`src/rtl/sccb_pkg.sv`:
```
// Package: shared constants and types for the SCCB register master.
// Assumes a 32-bit register bus with word addresses.
package sccb_pkg;
    localparam int unsigned BUS_W  = 32;
    localparam int unsigned ADDR_W = 2;
    localparam int unsigned TICK_W = 8;
    localparam int unsigned BYTE_W = 8;

    localparam logic [ADDR_W-1:0] A_CFG = 2'd0;
    localparam logic [ADDR_W-1:0] A_CTL = 2'd1;
    localparam logic [ADDR_W-1:0] A_STS = 2'd2;

    localparam int unsigned LO_LSB   = 0;
    localparam int unsigned HI_LSB   = 8;
    localparam int unsigned SIZE_LSB = 16;
    localparam int unsigned MODE_BIT = 20;
    localparam int unsigned RD_LSB   = 24;

    localparam int unsigned GO_BIT  = 0;
    localparam int unsigned GO_WE   = 1;
    localparam int unsigned ERR_BIT = 2;
    localparam int unsigned ERR_WE  = 3;

    typedef enum logic [2:0] {
        ST_IDLE,
        ST_START,
        ST_BIT_LO,
        ST_BIT_HI,
        ST_STOP_LO,
        ST_STOP_HI,
        ST_STOP_REL
    } seq_state_t;

    typedef struct packed {
        logic [7:0] wd1;
        logic [7:0] wd0;
        logic [7:0] reg_addr;
        logic [7:0] dev;
    } xfer_t;
endpackage

```
`src/rtl/sccb_tick.sv`:
```
// Module: phase timer. A load starts a phase of max(len,1) cycles, and
// expire is high in the phase's last cycle. Assumes the caller reloads it
// in the cycle in which expire is seen.
module sccb_tick #(
    parameter int unsigned CNT_W = 8
) (
    input  logic             clk,
    input  logic             rst_n,
    input  logic             load,
    input  logic [CNT_W-1:0] len,
    output logic             expire
);
    logic [CNT_W-1:0] cnt;

    // Count down the remaining cycles of the current phase.
    always_ff @(posedge clk) begin
        if (!rst_n)
            cnt <= '0;
        else if (load)
            cnt <= (len == '0) ? '0 : len - CNT_W'(1);
        else if (cnt != '0)
            cnt <= cnt - CNT_W'(1);
    end

    assign expire = (cnt == '0);
endmodule

```
`src/rtl/sccb_regs.sv`:
```
// Module: register file for CFG, CTL and STS. It issues the go pulse and
// holds the sticky no-ACK flag and the received byte. Assumes single-cycle
// bus writes and a combinational read port.
module sccb_regs
    import sccb_pkg::*;
(
    input  logic              clk,
    input  logic              rst_n,
    input  logic              bus_we,
    input  logic [ADDR_W-1:0] bus_addr,
    input  logic [BUS_W-1:0]  bus_wdata,
    output logic [BUS_W-1:0]  bus_rdata,
    input  logic              busy,
    input  logic              nack_evt,
    input  logic              rx_load,
    input  logic [BYTE_W-1:0] rx_byte,
    output logic [TICK_W-1:0] lo_cnt,
    output logic [TICK_W-1:0] hi_cnt,
    output logic [1:0]        size_code,
    output logic              wr_mode,
    output xfer_t             xfer,
    output logic              go
);
    logic              wr_cfg, wr_ctl, wr_sts;
    logic              err_q;
    logic [BYTE_W-1:0] rd_q;
    wire               unused_wd = ^{bus_wdata[RD_LSB+7:MODE_BIT+1], bus_wdata[MODE_BIT-1:SIZE_LSB+2]};

    assign wr_cfg = bus_we && (bus_addr == A_CFG);
    assign wr_ctl = bus_we && (bus_addr == A_CTL);
    assign wr_sts = bus_we && (bus_addr == A_STS);
    assign go     = wr_sts && bus_wdata[GO_BIT] && bus_wdata[GO_WE] && !busy;

    // Hold the timing, size and mode fields.
    always_ff @(posedge clk) begin
        if (!rst_n) begin
            lo_cnt    <= '0;
            hi_cnt    <= '0;
            size_code <= '0;
            wr_mode   <= 1'b0;
        end else if (wr_cfg) begin
            lo_cnt    <= bus_wdata[LO_LSB +: TICK_W];
            hi_cnt    <= bus_wdata[HI_LSB +: TICK_W];
            size_code <= bus_wdata[SIZE_LSB +: 2];
            wr_mode   <= bus_wdata[MODE_BIT];
        end
    end

    // Hold the transaction bytes.
    always_ff @(posedge clk) begin
        if (!rst_n)
            xfer <= '0;
        else if (wr_ctl)
            xfer <= xfer_t'(bus_wdata);
    end

    // Keep the byte received by the last read-mode transfer.
    always_ff @(posedge clk) begin
        if (!rst_n)
            rd_q <= '0;
        else if (rx_load)
            rd_q <= rx_byte;
    end

    // Sticky no-ACK flag: a masked write sets its value, a missed ACK sets it.
    always_ff @(posedge clk) begin
        if (!rst_n)
            err_q <= 1'b0;
        else if (nack_evt)
            err_q <= 1'b1;
        else if (wr_sts && bus_wdata[ERR_WE])
            err_q <= bus_wdata[ERR_BIT];
    end

    // Read mux.
    always_comb begin
        bus_rdata = '0;
        case (bus_addr)
            A_CFG: begin
                bus_rdata[LO_LSB +: TICK_W]   = lo_cnt;
                bus_rdata[HI_LSB +: TICK_W]   = hi_cnt;
                bus_rdata[SIZE_LSB +: 2]      = size_code;
                bus_rdata[MODE_BIT]           = wr_mode;
                bus_rdata[RD_LSB +: BYTE_W]   = rd_q;
            end
            A_CTL: bus_rdata = xfer;
            A_STS: begin
                bus_rdata[GO_BIT]  = busy;
                bus_rdata[ERR_BIT] = err_q;
            end
            default: bus_rdata = '0;
        endcase
    end

    // the sequencer leaves idle only on an accepted go command.
    assert_busy_from_go_R5: assert property (@(posedge clk) disable iff (!rst_n)
        $rose(busy) |-> $past(go));

    // the flag rises only on a missed ACK or a masked write of 1.
    assert_err_rise_R9: assert property (@(posedge clk) disable iff (!rst_n)
        $rose(err_q) |-> $past(nack_evt || (wr_sts && bus_wdata[ERR_WE] && bus_wdata[ERR_BIT])));

    // the flag falls only on a masked write of 0.
    assert_err_fall_R9: assert property (@(posedge clk) disable iff (!rst_n)
        $fell(err_q) |-> $past(wr_sts && bus_wdata[ERR_WE] && !bus_wdata[ERR_BIT]));
endmodule

```
`src/rtl/sccb_seq.sv`:
```
// Module: bit sequencer. It runs start, bytes with acknowledge slots, and
// stop; it captures the read byte and flags missed ACKs. Assumes the timing
// fields are stable while busy. CTL is snapshotted at go.
module sccb_seq
    import sccb_pkg::*;
(
    input  logic              clk,
    input  logic              rst_n,
    input  logic              go,
    input  logic [TICK_W-1:0] lo_cnt,
    input  logic [TICK_W-1:0] hi_cnt,
    input  logic [1:0]        size_code,
    input  logic              wr_mode,
    input  xfer_t             xfer,
    input  logic              sda_in,
    output logic              scl_low,
    output logic              sda_low,
    output logic              busy,
    output logic              nack_evt,
    output logic              rx_load,
    output logic [BYTE_W-1:0] rx_byte
);
    localparam logic [3:0] ACK_SLOT = 4'(BYTE_W);

    seq_state_t        state, state_n;
    xfer_t             snap;
    logic              rd_q;
    logic [1:0]        last_idx, byte_idx;
    logic [3:0]        bit_idx;
    logic [BYTE_W-1:0] sh, rx;
    logic              t_load, t_exp;
    logic [TICK_W-1:0] t_len;
    logic              rd_slot;
    wire               unused_dev0 = snap.dev[0];

    function automatic logic [BYTE_W-1:0] pick(input logic [1:0] idx, input xfer_t s, input logic rd);
        case (idx)
            2'd0:    pick = {s.dev[7:1], rd};
            2'd1:    pick = s.reg_addr;
            2'd2:    pick = s.wd0;
            default: pick = s.wd1;
        endcase
    endfunction

    sccb_tick #(.CNT_W(TICK_W)) u_tick (
        .clk(clk), .rst_n(rst_n), .load(t_load), .len(t_len), .expire(t_exp)
    );

    assign rd_slot = rd_q && (byte_idx == 2'd1);

    // Next phase and the timer length of that phase.
    always_comb begin
        state_n = state;
        t_load  = 1'b0;
        t_len   = hi_cnt;
        case (state)
            ST_IDLE:     if (go)    begin state_n = ST_START;  t_load = 1'b1; t_len = hi_cnt; end
            ST_START:    if (t_exp) begin state_n = ST_BIT_LO; t_load = 1'b1; t_len = lo_cnt; end
            ST_BIT_LO:   if (t_exp) begin state_n = ST_BIT_HI; t_load = 1'b1; t_len = hi_cnt; end
            ST_BIT_HI:   if (t_exp) begin
                t_load  = 1'b1;
                t_len   = lo_cnt;
                state_n = (bit_idx == ACK_SLOT && byte_idx == last_idx) ? ST_STOP_LO : ST_BIT_LO;
            end
            ST_STOP_LO:  if (t_exp) begin state_n = ST_STOP_HI;  t_load = 1'b1; t_len = hi_cnt; end
            ST_STOP_HI:  if (t_exp) begin state_n = ST_STOP_REL; t_load = 1'b1; t_len = hi_cnt; end
            ST_STOP_REL: if (t_exp) state_n = ST_IDLE;
            default:     state_n = ST_IDLE;
        endcase
    end

    // Phase register, transaction snapshot, byte and bit counters, shifters.
    always_ff @(posedge clk) begin
        if (!rst_n) begin
            state    <= ST_IDLE;
            snap     <= '0;
            rd_q     <= 1'b0;
            last_idx <= '0;
            byte_idx <= '0;
            bit_idx  <= '0;
            sh       <= '0;
            rx       <= '0;
        end else begin
            state <= state_n;
            case (state)
                ST_IDLE: if (go) begin
                    snap     <= xfer;
                    rd_q     <= !wr_mode;
                    last_idx <= (!wr_mode || size_code == 2'd0) ? 2'd1 : size_code;
                end
                ST_START: if (t_exp) begin
                    byte_idx <= '0;
                    bit_idx  <= '0;
                    sh       <= pick(2'd0, snap, rd_q);
                end
                ST_BIT_HI: if (t_exp) begin
                    if (bit_idx != ACK_SLOT) begin
                        sh      <= {sh[BYTE_W-2:0], 1'b0};
                        bit_idx <= bit_idx + 4'd1;
                        if (rd_slot)
                            rx <= {rx[BYTE_W-2:0], sda_in};
                    end else begin
                        bit_idx <= '0;
                        if (byte_idx != last_idx) begin
                            byte_idx <= byte_idx + 2'd1;
                            sh       <= pick(byte_idx + 2'd1, snap, rd_q);
                        end
                    end
                end
                default: ;
            endcase
        end
    end

    // Line drive decoded from the phase and the current bit.
    always_comb begin
        case (state)
            ST_START, ST_STOP_LO, ST_STOP_HI: sda_low = 1'b1;
            ST_BIT_LO, ST_BIT_HI:
                sda_low = (bit_idx == ACK_SLOT || rd_slot) ? 1'b0 : !sh[BYTE_W-1];
            default: sda_low = 1'b0;
        endcase
    end

    assign scl_low  = (state == ST_BIT_LO) || (state == ST_STOP_LO);
    assign busy     = (state != ST_IDLE);
    assign nack_evt = (state == ST_BIT_HI) && t_exp && (bit_idx == ACK_SLOT) && !rd_slot && sda_in;
    assign rx_load  = (state == ST_STOP_REL) && t_exp && rd_q;
    assign rx_byte  = rx;

    // with SCL high on both sides, SDA moves only for start and stop.
    assert_sda_quiet_R4: assert property (@(posedge clk) disable iff (!rst_n)
        (!scl_low && !$past(scl_low) && (sda_low != $past(sda_low)))
            |-> (state == ST_START || state == ST_STOP_REL));

    // SDA is released while the slave answers a sent byte.
    assert_ack_release_R8: assert property (@(posedge clk) disable iff (!rst_n)
        (state == ST_BIT_HI && bit_idx == ACK_SLOT) |-> !sda_low);

    // SDA is released for the whole received byte and its NACK slot.
    assert_read_release_R7: assert property (@(posedge clk) disable iff (!rst_n)
        ((state == ST_BIT_LO || state == ST_BIT_HI) && rd_q && byte_idx == 2'd1) |-> !sda_low);
endmodule

```
`src/rtl/sccb_master.sv`:
```
// Module: top of the SCCB register master, joining the register file and
// the bit sequencer. Assumes an external pull-up on both lines and no
// other master on the bus.
module sccb_master
    import sccb_pkg::*;
#(
    parameter int unsigned RUN_W = TICK_W + 1
) (
    input  logic              clk,
    input  logic              rst_n,
    input  logic              bus_we,
    input  logic [ADDR_W-1:0] bus_addr,
    input  logic [BUS_W-1:0]  bus_wdata,
    output logic [BUS_W-1:0]  bus_rdata,
    output logic              scl_drive_low,
    output logic              sda_drive_low,
    input  logic              sda_in
);
    logic [TICK_W-1:0] lo_cnt, hi_cnt;
    logic [1:0]        size_code;
    logic              wr_mode, go, busy, nack_evt, rx_load;
    logic [BYTE_W-1:0] rx_byte;
    xfer_t             xfer;
    logic [RUN_W-1:0]  low_run;

    sccb_regs u_regs (
        .clk(clk), .rst_n(rst_n), .bus_we(bus_we), .bus_addr(bus_addr),
        .bus_wdata(bus_wdata), .bus_rdata(bus_rdata), .busy(busy),
        .nack_evt(nack_evt), .rx_load(rx_load), .rx_byte(rx_byte),
        .lo_cnt(lo_cnt), .hi_cnt(hi_cnt), .size_code(size_code),
        .wr_mode(wr_mode), .xfer(xfer), .go(go)
    );

    sccb_seq u_seq (
        .clk(clk), .rst_n(rst_n), .go(go), .lo_cnt(lo_cnt), .hi_cnt(hi_cnt),
        .size_code(size_code), .wr_mode(wr_mode), .xfer(xfer), .sda_in(sda_in),
        .scl_low(scl_drive_low), .sda_low(sda_drive_low), .busy(busy),
        .nack_evt(nack_evt), .rx_load(rx_load), .rx_byte(rx_byte)
    );

    // Checker counter: length of the current SCL low phase.
    always_ff @(posedge clk) begin
        if (!rst_n)
            low_run <= '0;
        else if (scl_drive_low)
            low_run <= low_run + RUN_W'(1);
        else
            low_run <= '0;
    end

    // every SCL low phase lasts the programmed number of ticks.
    assert_scl_low_len_R2: assert property (@(posedge clk) disable iff (!rst_n)
        $fell(scl_drive_low) |-> (low_run == ((lo_cnt == '0) ? RUN_W'(1) : RUN_W'(lo_cnt))));
endmodule

```
`config.mk`:
```
export PLATFORM = sky130hd
export DESIGN_NAME = sccb_master
export DESIGN_NICKNAME = d
export VERILOG_FILES = /design/src/rtl/sccb_pkg.sv /design/src/rtl/sccb_tick.sv /design/src/rtl/sccb_regs.sv /design/src/rtl/sccb_seq.sv /design/src/rtl/sccb_master.sv
export SDC_FILE = /design/constraint.sdc
export NUM_CORES = 1
export LEC_CHECK = 0
export BUFFER_PORTS_ARGS = -buffer_cell sky130_fd_sc_hd__buf_4
export CAP_MARGIN = 10
export CELL_PAD_IN_SITES_DETAIL_PLACEMENT = 1
export CELL_PAD_IN_SITES_GLOBAL_PLACEMENT = 1
export CORE_AREA = 5 5 119 121
export CTS_BUF_LIST = sky130_fd_sc_hd__clkbuf_8
export DETAILED_ROUTE_END_ITERATION = 16
export DIE_AREA = 0 0 124 126
export GPL_ROUTABILITY_DRIVEN = 0
export GPL_TIMING_DRIVEN = 0
export PLACE_DENSITY_LB_ADDON = 0.05
export SYNTH_ARGS = -nofsm -noshare
export SYNTH_HDL_FRONTEND = slang
export SYNTH_SLANG_ARGS = --single-unit
```
`constraint.sdc`:
```
create_clock -name clk -period 5.9 [get_ports clk]
set_input_delay 1.18 -clock clk [delete_from_list [all_inputs] [get_ports clk]]
set_output_delay 1.18 -clock clk [all_outputs]
set_load 0.005 [all_outputs]
```
==> results.md <==
* Status: completed
* Root buffer cell: clkbuf_8
* Layout Utilization at approximately 57%
* Most frequent cells in the layout: nand2_1, dfxtp_1, a21boi_0
* Clk buf depth at 2
* Final net count at about 900
* Int Pwr at 0.00148 W
* Switching Fraction at 28.9%
* Final hold vios at 0
* WL per Instance at 20.0 um
* Worst Skew at 0.00991 ns
* WP data required at 4.72 ns
* Clock latency on the worst-skew pair at 0.46 ns
* P_sw at 0.000601 W
* Die Y at 126 um
* EDFF count, synth at 0
* P&R area growth vs syn at 18.9%
* Hold Path End: u_seq.snap[24]$_SDFFE_PN0P_
* Die width at 124 um
* H-Tree Level Count at 4
* Cts hold-fix bufs at 0
* Initial antenna violation count at 1
* # Post-CTS Setup Buffers at 0
* HP Class: flip-flop to flip-flop
* Fin cells at 1033
* Clk sinks at roughly 130
* R2r setup slk at 2.88 ns
* Comb pwr share at 17.1%
* Max Freq at around 230 MHz
* Worst hold start: u_seq.snap[24]$_SDFFE_PN0P_
* First-pass GRT wire length at 32300 um
* DRT iter0 DRCs at 256
* Post-synthesis sequential area ratio at 40.8%
* Proportion of power drawn by the clock network at 38.1%
* Remaining antenna violation count at 0
* Top sig layer: met4
* Largest net degree at the start of global routing at 17
* Met1 Wirelength at 8920 um
* Pin slew with the least headroom to its limit at 1.18 ns
* Via count at 5793
* Final HPWL DP at between 15000 and 20000 um
* Maxcap violations at 0
* Mean Syn Cell Area at between 8 and 9 sq um
* Vias in the first global route at ~6100
* Unrepaired setup endpoints after global routing: no
* Clock buffer count from CTS at 17
* Sequential Power Share at 44.8%
* Crit path launch type: primary input
* Met3 routed WL at between 900 and 1000 um
* Routed vias/inst at 5.61
* Setup-failing EPs final at 0
* Yosys Warn Count at 0
* Clk slew on worst S/H paths at around 0.070 ns
* Worst EP arrival at 3.09 ns
* I/O pin total at 72
* VDD IR max at 0.159 mV
* Area leader, netlist: dfxtp_1
* Commonest non-fill, non-tap cell in the layout: nand2_1
* Total power at about 0.0021 W
* Mapped Nets at 801
* Initial core utilization at 48.0%
* TritonCTS clock tree: yes
* R2R cell count at 12
* Hold Path Stages at 2
* Drc violations at 0
* Cell Area, Synth at 0.00623 sq mm
* Setup crit end kind: output pin
* P_leak at roughly 2.9 nW
* Post-Syn Instances at 753
* Core area at around 0.013 sq mm
* FF-to-FF End: u_seq.u_tick.cnt[2]$_SDFFE_PN0P_
* Met2 WL at 10300 um
* Period utilization at just over 70%
* Pwr/cell area at 281 mW/mm^2
* R2r startpoint: u_seq.u_tick.cnt[0]$_SDFFE_PN0P_
* Setup tns final at 0 ns
* Die area at between 0.015 and 0.02 sq mm
* Dpl cells at 1000
* Post-CTS sizing at 0
* Post-synth top flop: dfxtp_1
* Crit path max fanout at 10
* Share of layout cells above drive strength 1 at 13.3%
* Port bufs at 71
* Fin. max-slew vios at 0
* Critical path type: primary input to output pin
* Fin crit period at 4.27 ns
* Gr ovfl total at 0
* #FFs+latches synth at 127
* Cell variety after synth at 51
* Main area contributors after synthesis: dfxtp_1, nand2_1, a21boi_0, mux2i_1, clkbuf_1
* Total wire length at 20700 um
* Synth top area share at 40.8%
* Slew HR at 20.6%
* Total routing usage reported by global routing at 27.0%
* Drt first pass iters at 6
* Ys async rst share at 0%
* FP Rows at 42
worst max-delay path: stages:
cell	delay [ns]
buf_4	0.09
clkbuf_1	0.61
clkbuf_1	0.67
mux2i_1	0.30
nor2_1	0.08
buf_4	0.16
how the worst max path moves through the flow:
stage / startpoint / end / slack [ns] / cells past startpoint
final: bus_addr[0] / bus_rdata[11] / 1.63 / 6
after global routing: bus_addr[0] / bus_rdata[5] / 1.55 / 6
after CTS: bus_addr[0] / bus_rdata[30] / 1.65 / 6
after detailed placement: bus_addr[0] / bus_rdata[7] / 1.66 / 6
after global placement: bus_addr[0] / bus_rdata[15] / 1.71 / 6
after floorplan: bus_addr[0] / bus_rdata[26] / 2.39 / 4
power groups by stage:
stage,Clock [W],Sequential (W),Combinational (W)
after floorplan,0,0.000939,0.000247
after global placement,0,0.000950,0.000339
after detailed placement,0,0.000953,0.000353
after CTS,0.000800,0.000933,0.000356
after global routing,0.000838,0.000937,0.000389
final,0.000793,0.000933,0.000356
per-layer routing:
metal	vias up	global-route usage [%]
li1	2765	-
met1	2842	33.5
met2	149	45.8
met3	37	4.62
met4	0	11.3
met5	-	0
metrics by stage:
step | cell area, sq um | hold slack [ns] | setup slack (ns)
global placement | 6980 | 0.449 | 1.71
finish | 7410 | 0.462 | 1.63
global route | 7410 | 0.485 | 1.55
floorplan | 6230 | 0.428 | 2.39
detailed placement | 6980 | 0.451 | 1.66
CTS | 7410 | 0.459 | 1.65
state kept, by name, indices dropped and copies added (netlist names), 2 cells and up:
name	cells
u_seq.bit_idx	4
u_seq.last_idx	2
u_seq.state	3
u_regs.rd_q	8
u_seq.byte_idx	2
u_seq.snap	31
u_seq.u_tick.cnt	8
u_seq.sh	8
u_regs.size_code	2
u_regs.xfer	32
u_regs.lo_cnt	8
u_seq.rx_byte	8
u_regs.hi_cnt	8
area by class of cell:
type | count | area [sq um]
clock buffers | 23 | 317
multi-input cells | 566 | 3460
repair buffers | 71 | 533
flip-flops and latches | 127 | 2540
diodes | 1 | 2.50
fillers | 1637 | 5570
clock inverters | 9 | 106
inverters | 8 | 30.0
well taps | 176 | 220
plain buffers | 52 | 200
kinds of logic (layout without fill, tap and decap cells):
logic type               Yosys count  after routing  share of synthesized area [%]
AO/OA/AOI/OAI                    168            168                           19.8
XOR/XNOR                          17             17                           2.39
adder cells (fa/ha/maj)           10             10                           2.01
buffers and inverters             60            163                           3.69
flip-flops                       127            127                           40.8
multiplexers                      51             51                           8.21
other                              0              1                              0
AND/OR/NAND/NOR                  320            320                           23.1
synth_stat cells (all sizes together), types with 2 or more instances:
library cell    n
nor3b           2
a21o            2
nand4b          2
o21ai          13
a2bb2oi         6
and3            2
xor2            7
nand3b          2
nand3          12
ha             10
mux2i          50
o211ai          8
inv             8
a222oi          8
o211a           2
a21oi          18
clkbuf         47
o31ai           3
or4             3
nand2         198
nor3            8
dfxtp         127
nor2b          24
buf             5
o22ai           5
and2           11
a21boi         87
nand4           2
nor4            7
and3b           2
nor2           43
a22o            7
xnor2          10
No activity file was read; power rests on OpenSTA's default activity.
